### config.mk
export PLATFORM = sky130hd
export DESIGN_NAME = xbar_cfg_core
export DESIGN_NICKNAME = d
export VERILOG_FILES = /design/src/rtl/xbar_cfg_pkg.sv /design/src/rtl/xbar_fall_detect.sv /design/src/rtl/xbar_shadow_rank.sv /design/src/rtl/xbar_route_rank.sv /design/src/rtl/xbar_cfg_core.sv
export SDC_FILE = /design/constraint.sdc
export NUM_CORES = 1
export LEC_CHECK = 0
export BUFFER_PORTS_ARGS = -buffer_cell sky130_fd_sc_hd__buf_2
export CELL_PAD_IN_SITES_DETAIL_PLACEMENT = 1
export CELL_PAD_IN_SITES_GLOBAL_PLACEMENT = 1
export CORE_MARGIN = 2
export CORE_UTILIZATION = 41
export CTS_BUF_LIST = sky130_fd_sc_hd__clkbuf_4 sky130_fd_sc_hd__clkbuf_8
export CTS_CLUSTER_SIZE = 14
export DETAILED_ROUTE_END_ITERATION = 10
export HOLD_SLACK_MARGIN = 0.12
export PLACE_DENSITY_LB_ADDON = 0.1
export SETUP_SLACK_MARGIN = 0.2
export SLEW_MARGIN = 20
export SYNTH_ARGS = -nofsm -noshare
export SYNTH_HDL_FRONTEND = slang
export SYNTH_SLANG_ARGS = --single-unit
### constraint.sdc
create_clock -name clk -period 3.1 [get_ports clk]
set_input_delay 0.31 -clock clk [delete_from_list [all_inputs] [get_ports clk]]
set_output_delay 0.31 -clock clk [all_outputs]
set_load 0.01 [all_outputs]
### src/rtl/xbar_cfg_pkg.sv
package xbar_cfg_pkg;

  typedef enum logic {
    LOAD_SERIAL   = 1'b0,
    LOAD_PARALLEL = 1'b1
  } load_mode_e;

  // Position of the lowest bit of an output's word in the shadow register.
  function automatic int word_base(input int idx, input int word_w);
    return idx * word_w;
  endfunction

endpackage

### src/rtl/xbar_fall_detect.sv
module xbar_fall_detect (
  input  logic clk,
  input  logic rst,
  input  logic pg_clk,
  output logic fall
);

  logic pg_q;

  // Idle level of the programming clock is high.
  always_ff @(posedge clk) begin
    if (rst) pg_q <= 1'b1;
    else     pg_q <= pg_clk;
  end

  assign fall = pg_q & ~pg_clk;

endmodule

### src/rtl/xbar_shadow_rank.sv
module xbar_shadow_rank
  import xbar_cfg_pkg::*;
#(
  parameter int N_OUT    = 8,
  parameter int SEL_W    = 4,
  parameter int PAD_BITS = 40,
  localparam int WORD_W     = SEL_W + 1,
  localparam int ROUTE_BITS = N_OUT * WORD_W,
  localparam int FRAME      = ROUTE_BITS + PAD_BITS,
  localparam int ADDR_W     = (N_OUT > 1) ? $clog2(N_OUT) : 1
) (
  input  logic                  clk,
  input  logic                  fall,
  input  logic                  ce_n,
  input  load_mode_e            mode,
  input  logic                  sdi,
  input  logic [ADDR_W-1:0]     addr,
  input  logic [WORD_W-1:0]     din,
  output logic [ROUTE_BITS-1:0] route_bits,
  output logic                  sdo
);

  logic [FRAME-1:0] chain_q;
  logic [FRAME-1:0] chain_shift;
  logic             do_load;
  logic             do_serial;

  assign do_load   = fall & ~ce_n;
  assign do_serial = do_load & (mode == LOAD_SERIAL);
  assign chain_shift = {chain_q[FRAME-2:0], sdi};

  genvar g;
  generate
    for (g = 0; g < N_OUT; g++) begin : g_word
      localparam int LSB = word_base(g, WORD_W);
      logic hit;
      assign hit = do_load && (mode == LOAD_PARALLEL) && (addr == ADDR_W'(g));
      always_ff @(posedge clk) begin
        if (do_serial)
          chain_q[LSB +: WORD_W] <= chain_shift[LSB +: WORD_W];
        else if (hit)
          chain_q[LSB +: WORD_W] <= din;
      end
    end

    if (PAD_BITS > 0) begin : g_pad
      always_ff @(posedge clk) begin
        if (do_serial)
          chain_q[FRAME-1:ROUTE_BITS] <= chain_shift[FRAME-1:ROUTE_BITS];
      end
    end
  endgenerate

  assign route_bits = chain_q[ROUTE_BITS-1:0];
  assign sdo        = chain_q[FRAME-1];

endmodule

### src/rtl/xbar_route_rank.sv
module xbar_route_rank #(
  parameter int N_OUT = 8,
  parameter int SEL_W = 4,
  localparam int WORD_W     = SEL_W + 1,
  localparam int ROUTE_BITS = N_OUT * WORD_W
) (
  input  logic                   clk,
  input  logic                   rst,
  input  logic                   load,
  input  logic [ROUTE_BITS-1:0]  route_bits,
  output logic [N_OUT*SEL_W-1:0] route_sel,
  output logic [N_OUT-1:0]       route_en
);

  genvar g;
  generate
    for (g = 0; g < N_OUT; g++) begin : g_out
      localparam int LSB = g * WORD_W;

      // Enable is the only state touched by reset.
      always_ff @(posedge clk) begin
        if (rst)       route_en[g] <= 1'b0;
        else if (load) route_en[g] <= route_bits[LSB + SEL_W];
      end

      always_ff @(posedge clk) begin
        if (!rst && load)
          route_sel[g*SEL_W +: SEL_W] <= route_bits[LSB +: SEL_W];
      end
    end
  endgenerate

endmodule

### src/rtl/xbar_cfg_core.sv
module xbar_cfg_core
  import xbar_cfg_pkg::*;
#(
  parameter int N_OUT    = 8,
  parameter int SEL_W    = 4,
  parameter int PAD_BITS = 40,
  localparam int WORD_W     = SEL_W + 1,
  localparam int ROUTE_BITS = N_OUT * WORD_W,
  localparam int ADDR_W     = (N_OUT > 1) ? $clog2(N_OUT) : 1
) (
  input  logic                   clk,
  input  logic                   rst,
  input  logic                   pg_clk,
  input  logic                   ce_n,
  input  logic                   upd_n,
  input  logic                   ser_par,
  input  logic                   sdi,
  input  logic [ADDR_W-1:0]      addr,
  input  logic [WORD_W-1:0]      din,
  output logic [N_OUT*SEL_W-1:0] route_sel,
  output logic [N_OUT-1:0]       route_en,
  output logic                   sdo
);

  logic                  pg_fall;
  logic                  upd_load;
  logic [ROUTE_BITS-1:0] route_bits;
  load_mode_e            mode;

  assign mode     = load_mode_e'(ser_par);
  assign upd_load = ~upd_n & ~ce_n;

  xbar_fall_detect u_edge (
    .clk    (clk),
    .rst    (rst),
    .pg_clk (pg_clk),
    .fall   (pg_fall)
  );

  xbar_shadow_rank #(
    .N_OUT    (N_OUT),
    .SEL_W    (SEL_W),
    .PAD_BITS (PAD_BITS)
  ) u_shadow (
    .clk        (clk),
    .fall       (pg_fall),
    .ce_n       (ce_n),
    .mode       (mode),
    .sdi        (sdi),
    .addr       (addr),
    .din        (din),
    .route_bits (route_bits),
    .sdo        (sdo)
  );

  xbar_route_rank #(
    .N_OUT (N_OUT),
    .SEL_W (SEL_W)
  ) u_route (
    .clk        (clk),
    .rst        (rst),
    .load       (upd_load),
    .route_bits (route_bits),
    .route_sel  (route_sel),
    .route_en   (route_en)
  );

endmodule

==> results.txt, run 1 <==
outcome - finished, final reports clean
RR Startpoint - u_edge.pg_q$_SDFF_PP1_
CTS Sinks - 121
P_leak - 1.85 nW
Slew headroom - 40.3%
Pwr Density - 625 nW/um^2
layout cell share with drive strength beyond 1 - 47.8%
Tot GR Track Use - 15.8%
total global routing overflow - 0
Setup violations, final - 0
Final Util - 48.6%
drt initial violations - 88
Max Root-Sink Buffers - 2
clock slew at reported path FFs - 0.07 ns
core box area - 10700 um^2
starting density of the core - 41.6%
WHS Path Cells - 2
largest net degree at the start of global routing - 55
CP delay by family, top - buffers and inverters
Worst Path Arrival - 2.41 ns
RSZ-0062 raised after global routing - no
Setup Buffers After CTS - 0
first-pass GRT wire length - 12.8 mm
Fill cells - 1058
Yosys Warn Count - 0
Port Buffers - 55
Worst Hold Class - in -> reg
synthesized area per cell - 21.2 um^2
final WL - 8.27 mm
CP Class - in -> reg
Syn-to-layout area delta - 16.8%
gpl congestion - 0.697
CP peak stage delay - 0.54 ns
Max rail drop VDD - 0.287 mV
Crit. End Element - register
stages on the worst setup path - 5
#FFs+latches synth - 121
CTS tree - yes
Crit path required time - 3.23 ns
Crit-path slowest cell - dlygate4sd3_1
initial antenna violation count - 0
Mapped Area - 4470 um^2
Clock Skew - 0.00919 ns
FF-to-FF End - u_shadow.chain_q[40]$_DFFE_PN_
Vias - 2103
Netlist cell types - 18
dpl cells - 400
startpoint types - input pin
row count - 38
hpwl dp - 5.19 mm
IO Pins - 56
Setup TNS - 0 ns
Die Area - 11800 um^2
Hold Fails Final Rpt - 0
Cell Chain, Critical Path - dlygate4sd3_1 -> buf_2 -> or4b_1 -> clkinv_4 -> buf_4
DIE HEIGHT - 108 um
vias in the first global route - 2206
post-synthesis sequential area ratio - 79.3%
Worst Reg-to-Reg Cells - 3
WP buf/inv - 4
fin cells - 433
cts bufs inserted - 17
WL/cell - 19.1 um
final worst-path cycle share - 73.5%
Highest Clock Rate - 439 MHz
Residual DRC - 0
Final Max Slew Viols - 0
fin crit period - 2.28 ns
clk_lat worst skew - 0.43 ns
worst-margin pin slew - 0.887 ns
Syn Nets - 226
Critical Path End - u_shadow.chain_q[40]$_DFFE_PN_
Die Span X - 108 um
Max H-tree Level - 4
maximum fanout along the worst path - 54
reg2reg setup slack - 1.07 ns
Worst Setup SP - pg_clk
root buf cell - clkbuf_8
Final nets - 295
Max Cap Viol - 0
Via-to-Cell Ratio - 4.86
First-pass DRT Iterations - 4
# diodes - 0
antenna-violating nets left - 0
Synth Instances - 211
[cells by family (layout without fill, tap and decap cells)]
kind of cell / Yosys count / after routing / synth area share (%)
compound gates: 24 / 24 / 2.80
buf+inv: 10 / 92 / 2.38
flops: 121 / 121 / 79.3
mux: 40 / 40 / 12.7
simple gates: 16 / 16 / 2.88
[repair_timing]
item / in CTS / in global routing
hold buffers: 1 / 0
resized for setup: 0 / 0
hold endpoints to repair: 1 / 0
[area by class of cell]
class / count / area (um^2) / share of cell area (%)
Timing Repair Buffer: 59 / 308 / 5.90
Multi-Input combinational cell: 80 / 832 / 15.9
Tap cell: 140 / 175 / 3.35
Sequential cell: 121 / 3540 / 67.9
Inverter: 1 / 8.76 / 0.168
Clock inverter: 13 / 105 / 2.01
Clock buffer: 19 / 249 / 4.77
[synth_stat cells]
| library cell | number | area, um^2 |
|---|---|---|
| nand2b_1 | 2 | 12.5 |
| clkinv_4 | 1 | 8.76 |
| edfxtp_1 | 112 | 3360 |
| mux2_4 | 31 | 465 |
| or2_2 | 1 | 6.26 |
| buf_6 | 2 | 22.5 |
| a21oi_1 | 8 | 40.0 |
| nand4bb_1 | 1 | 11.3 |
| buf_12 | 3 | 60.1 |
| o31ai_1 | 2 | 15.0 |
| or4b_1 | 2 | 20.0 |
| nor3_1 | 1 | 5.00 |
| clkbuf_1 | 4 | 15.0 |
| mux2_2 | 9 | 101 |
| dfxtp_1 | 9 | 180 |
| or3b_2 | 8 | 70.1 |
| o21ai_0 | 14 | 70.1 |
| nand2_1 | 1 | 3.75 |
[cells in the final DEF (no fill, tap or decap), drive strengths merged]
master         n
edfxtp       112
buf           58
mux2          40
clkbuf        19
o21ai         14
dfxtp          9
or3b           8
a21oi          8
clkinv         7
clkinvlp       5
or4b           2
nand2b         2
o31ai          2
nand4bb        1
nand2          1
nor3           1
or2            1
bufinv         1
inv            1
dlygate4sd3    1
[where the power goes]
group          switching [W]  total, W  internal [W]
registers          0.0000199   0.00185       0.00183
logic              0.0000830  0.000157     0.0000743
clock network       0.000612   0.00125      0.000640
total               0.000715   0.00326       0.00255
[how the worst min path moves through the flow]
stage	startpoint	end
3_3_place_gp	u_shadow.chain_q[74]$_DFFE_PN_	u_shadow.chain_q[75]$_DFFE_PN_
3_5_place_dp	u_shadow.chain_q[76]$_DFFE_PN_	u_shadow.chain_q[77]$_DFFE_PN_
2_1_floorplan	u_shadow.chain_q[40]$_DFFE_PN_	u_shadow.chain_q[41]$_DFFE_PN_
6_report	sdi	u_shadow.route_bits[0]$_DFFE_PP_
5_1_grt	sdi	u_shadow.route_bits[0]$_DFFE_PP_
4_1_cts	sdi	u_shadow.route_bits[0]$_DFFE_PP_
[flip-flops by register name (all words and copies together), names as in the netlist]
register,count
u_shadow.chain_q,39
u_route.route_sel,32
u_route.route_en,8
u_shadow.route_bits,40
u_edge.pg_q,1
u_shadow.sdo,1
[stage by stage]
| step | total power, W | cell area [um^2] | worst slack (ns) | hold WS (ns) |
|---|---|---|---|---|
| after floorplan | 0.00199 | 4480 | 0.735 | 0.400 |
| after global placement | 0.00204 | 4860 | 0.832 | 0.403 |
| after detailed placement | 0.00205 | 4860 | 0.774 | 0.406 |
| final | 0.00326 | 5220 | 0.822 | 0.194 |
| after CTS | 0.00331 | 5220 | 0.860 | 0.163 |
| after global routing | 0.00340 | 5220 | 0.746 | 0.172 |
[routing by layer]
layer / up-vias / GRT usage, % / part of all wire (%)
met2: 50 / 23.7 / 49
li1: 969 / - / -
met1: 1072 / 20.3 / 46
met4: 0 / 7.14 / 1.6
met3: 12 / 6.15 / 4.3
met5: - / 0 / 0
(Power assumes the default switching activity.)
==> inputs of run 2 (changes only) <==
Clock period 3.1 ns to 2.3 ns, I/O delays scaled along.
==> results.txt, run 2 (synthesis gave the netlist of run 1 again) <==
outcome - finished, final reports clean
Final Max Slew Viols - 0
starting density of the core - 41.6%
commonest non-fill, non-tap cell in the layout - edfxtp_1
drt initial violations - 121
reg2reg setup slack - 0.40 ns
Clock Skew - 0.0147 ns
Worst Hold Class - in -> reg
Cell Chain, Critical Path - dlygate4sd3_1 -> buf_2 -> or4b_1 -> inv_8 -> buf_4
# diodes - 0
Syn-to-layout area delta - 19.8%
Max Cap Viol - 0
Fill cells - 1047
cts bufs inserted - 17
min-delay src - ce_n
Die Span X - 108 um
Via-to-Cell Ratio - 4.81
row count - 38
cell area after layout - 5360 um^2
Max rail drop VDD - 0.393 mV
Worst Reg-to-Reg Cells - 3
Setup violations, final - 0
CP Class - in -> reg
CTS tree - yes
Port Buffers - 55
clk_lat worst skew - 0.43 ns
hold endpoint - u_route.route_en[4]$_SDFFE_PP0P_
Setup TNS - 0 ns
WHS - 0.212 ns
Reg power frac - 53.9%
CTS Sinks - 121
root buf cell - clkbuf_8
Worst Path Arrival - 2.16 ns
Slew headroom - 47.3%
Crit. End Element - register
gpl congestion - 0.667
Final Util - 49.9%
initial antenna violation count - 0
Power Internal - 0.00358 W
total global routing overflow - 0
Highest Clock Rate - 487 MHz
startpoint types - input pin
RR Startpoint - u_edge.pg_q$_SDFF_PP1_
first-pass GRT wire length - 12.9 mm
largest net degree at the start of global routing - 38
final WL - 8.25 mm
RSZ-0062 raised after global routing - yes
max reg flops - 40
sw power - 0.00105 W
clock slew at reported path FFs - 0.08 ns
Clk pwr share - 41.3%
First-pass DRT Iterations - 4
Vias - 2132
Crit path required time - 2.40 ns
Max H-tree Level - 4
FF-to-FF End - u_shadow.chain_q[70]$_DFFE_PN_
Final nets - 305
worst-margin pin slew - 0.782 ns
DIE HEIGHT - 108 um
Crit-path slowest cell - or4b_1
DP Area - 4920 um^2
antenna-violating nets left - 0
commonest non-fill, non-tap cells in the layout - edfxtp_1 (112), buf_2 (55), mux2_4 (31)
Net Sw Frac - 22.7%
Tot GR Track Use - 15.5%
hpwl dp - 5.17 mm
WP buf/inv - 4
maximum fanout along the worst path - 37
Max Root-Sink Buffers - 2
Hold Fails Final Rpt - 0
core box area - 10700 um^2
Tot Pwr - 0.00463 W
layout cell share with drive strength beyond 1 - 49.5%
P_leak - 1.94 nW
Comb pwr share - 4.8%
Residual DRC - 0
CP peak stage delay - 0.60 ns
CP delay by family, top - buffers and inverters
vias in the first global route - 2213
Pwr Density - 864 nW/um^2
WL/cell - 18.6 um
Die Area - 11800 um^2
WHS Path Cells - 3
fin crit period - 2.05 ns
final worst-path cycle share - 89.3%
IO Pins - 56
run 2: cell type report:
cell class,instances,area [um^2],area share [%]
Clock buffer,18,241,4.51
Clock inverter,14,161,3.01
Inverter,1,11.3,0.210
Multi-Input combinational cell,80,837,15.6
Sequential cell,121,3540,66.1
Tap cell,140,175,3.27
Timing Repair Buffer,69,388,7.24
run 2: worst max-delay path by stage:
stage            from                           endpoint  slack (ns)  cells past startpoint
6_report       pg_clk     u_shadow.chain_q[70]$_DFFE_PN_        0.25                      5
5_1_grt        pg_clk  u_shadow.route_bits[39]$_DFFE_PP_        0.16                      5
4_1_cts        pg_clk     u_shadow.chain_q[66]$_DFFE_PN_        0.24                      5
3_5_place_dp     ce_n     u_shadow.chain_q[74]$_DFFE_PN_        0.24                      4
3_3_place_gp     ce_n     u_shadow.chain_q[75]$_DFFE_PN_        0.27                      4
2_1_floorplan    ce_n     u_route.route_sel[0]$_DFFE_PP_        0.47                      3
run 2: routing by layer:
metal	vias up	track usage (%)	part of all wire [%]
met5	-	0	0
met4	0	5.77	0.79
met3	6	5.00	3.6
met2	41	23.0	48
met1	1091	21.4	47
li1	994	-	-
run 2: power groups by stage:
stage,clock [W],combinational (W),sequential [W]
floorplan,0,0.000138,0.00254
global placement,0,0.000217,0.00254
detailed placement,0,0.000224,0.00254
CTS,0.00198,0.000228,0.00250
global route,0.00206,0.000245,0.00250
finish,0.00191,0.000224,0.00250
run 2: stage by stage:
step / instances / setup WS (ns)
global route: 443 / 0.165
detailed placement: 408 / 0.242
CTS: 443 / 0.240
floorplan: 211 / 0.472
finish: 443 / 0.246
global placement: 408 / 0.273
run 2: repair_timing:
| item | in CTS | in global routing |
|---|---|---|
| endpoints found under the setup margin | 0 | 23 |
| hold buffers | 3 | 0 |
| resized for setup | 0 | 3 |
| endpoints found under the hold margin | 10 | 0 |
| buffers inserted | 0 | 0 |
run 2: worst reg2reg max path, cell delays in order, from the launching register on:
cell	delay, ns
dfxtp_1	0.35
or4b_1	0.57
inv_8	0.34
buf_4	0.33
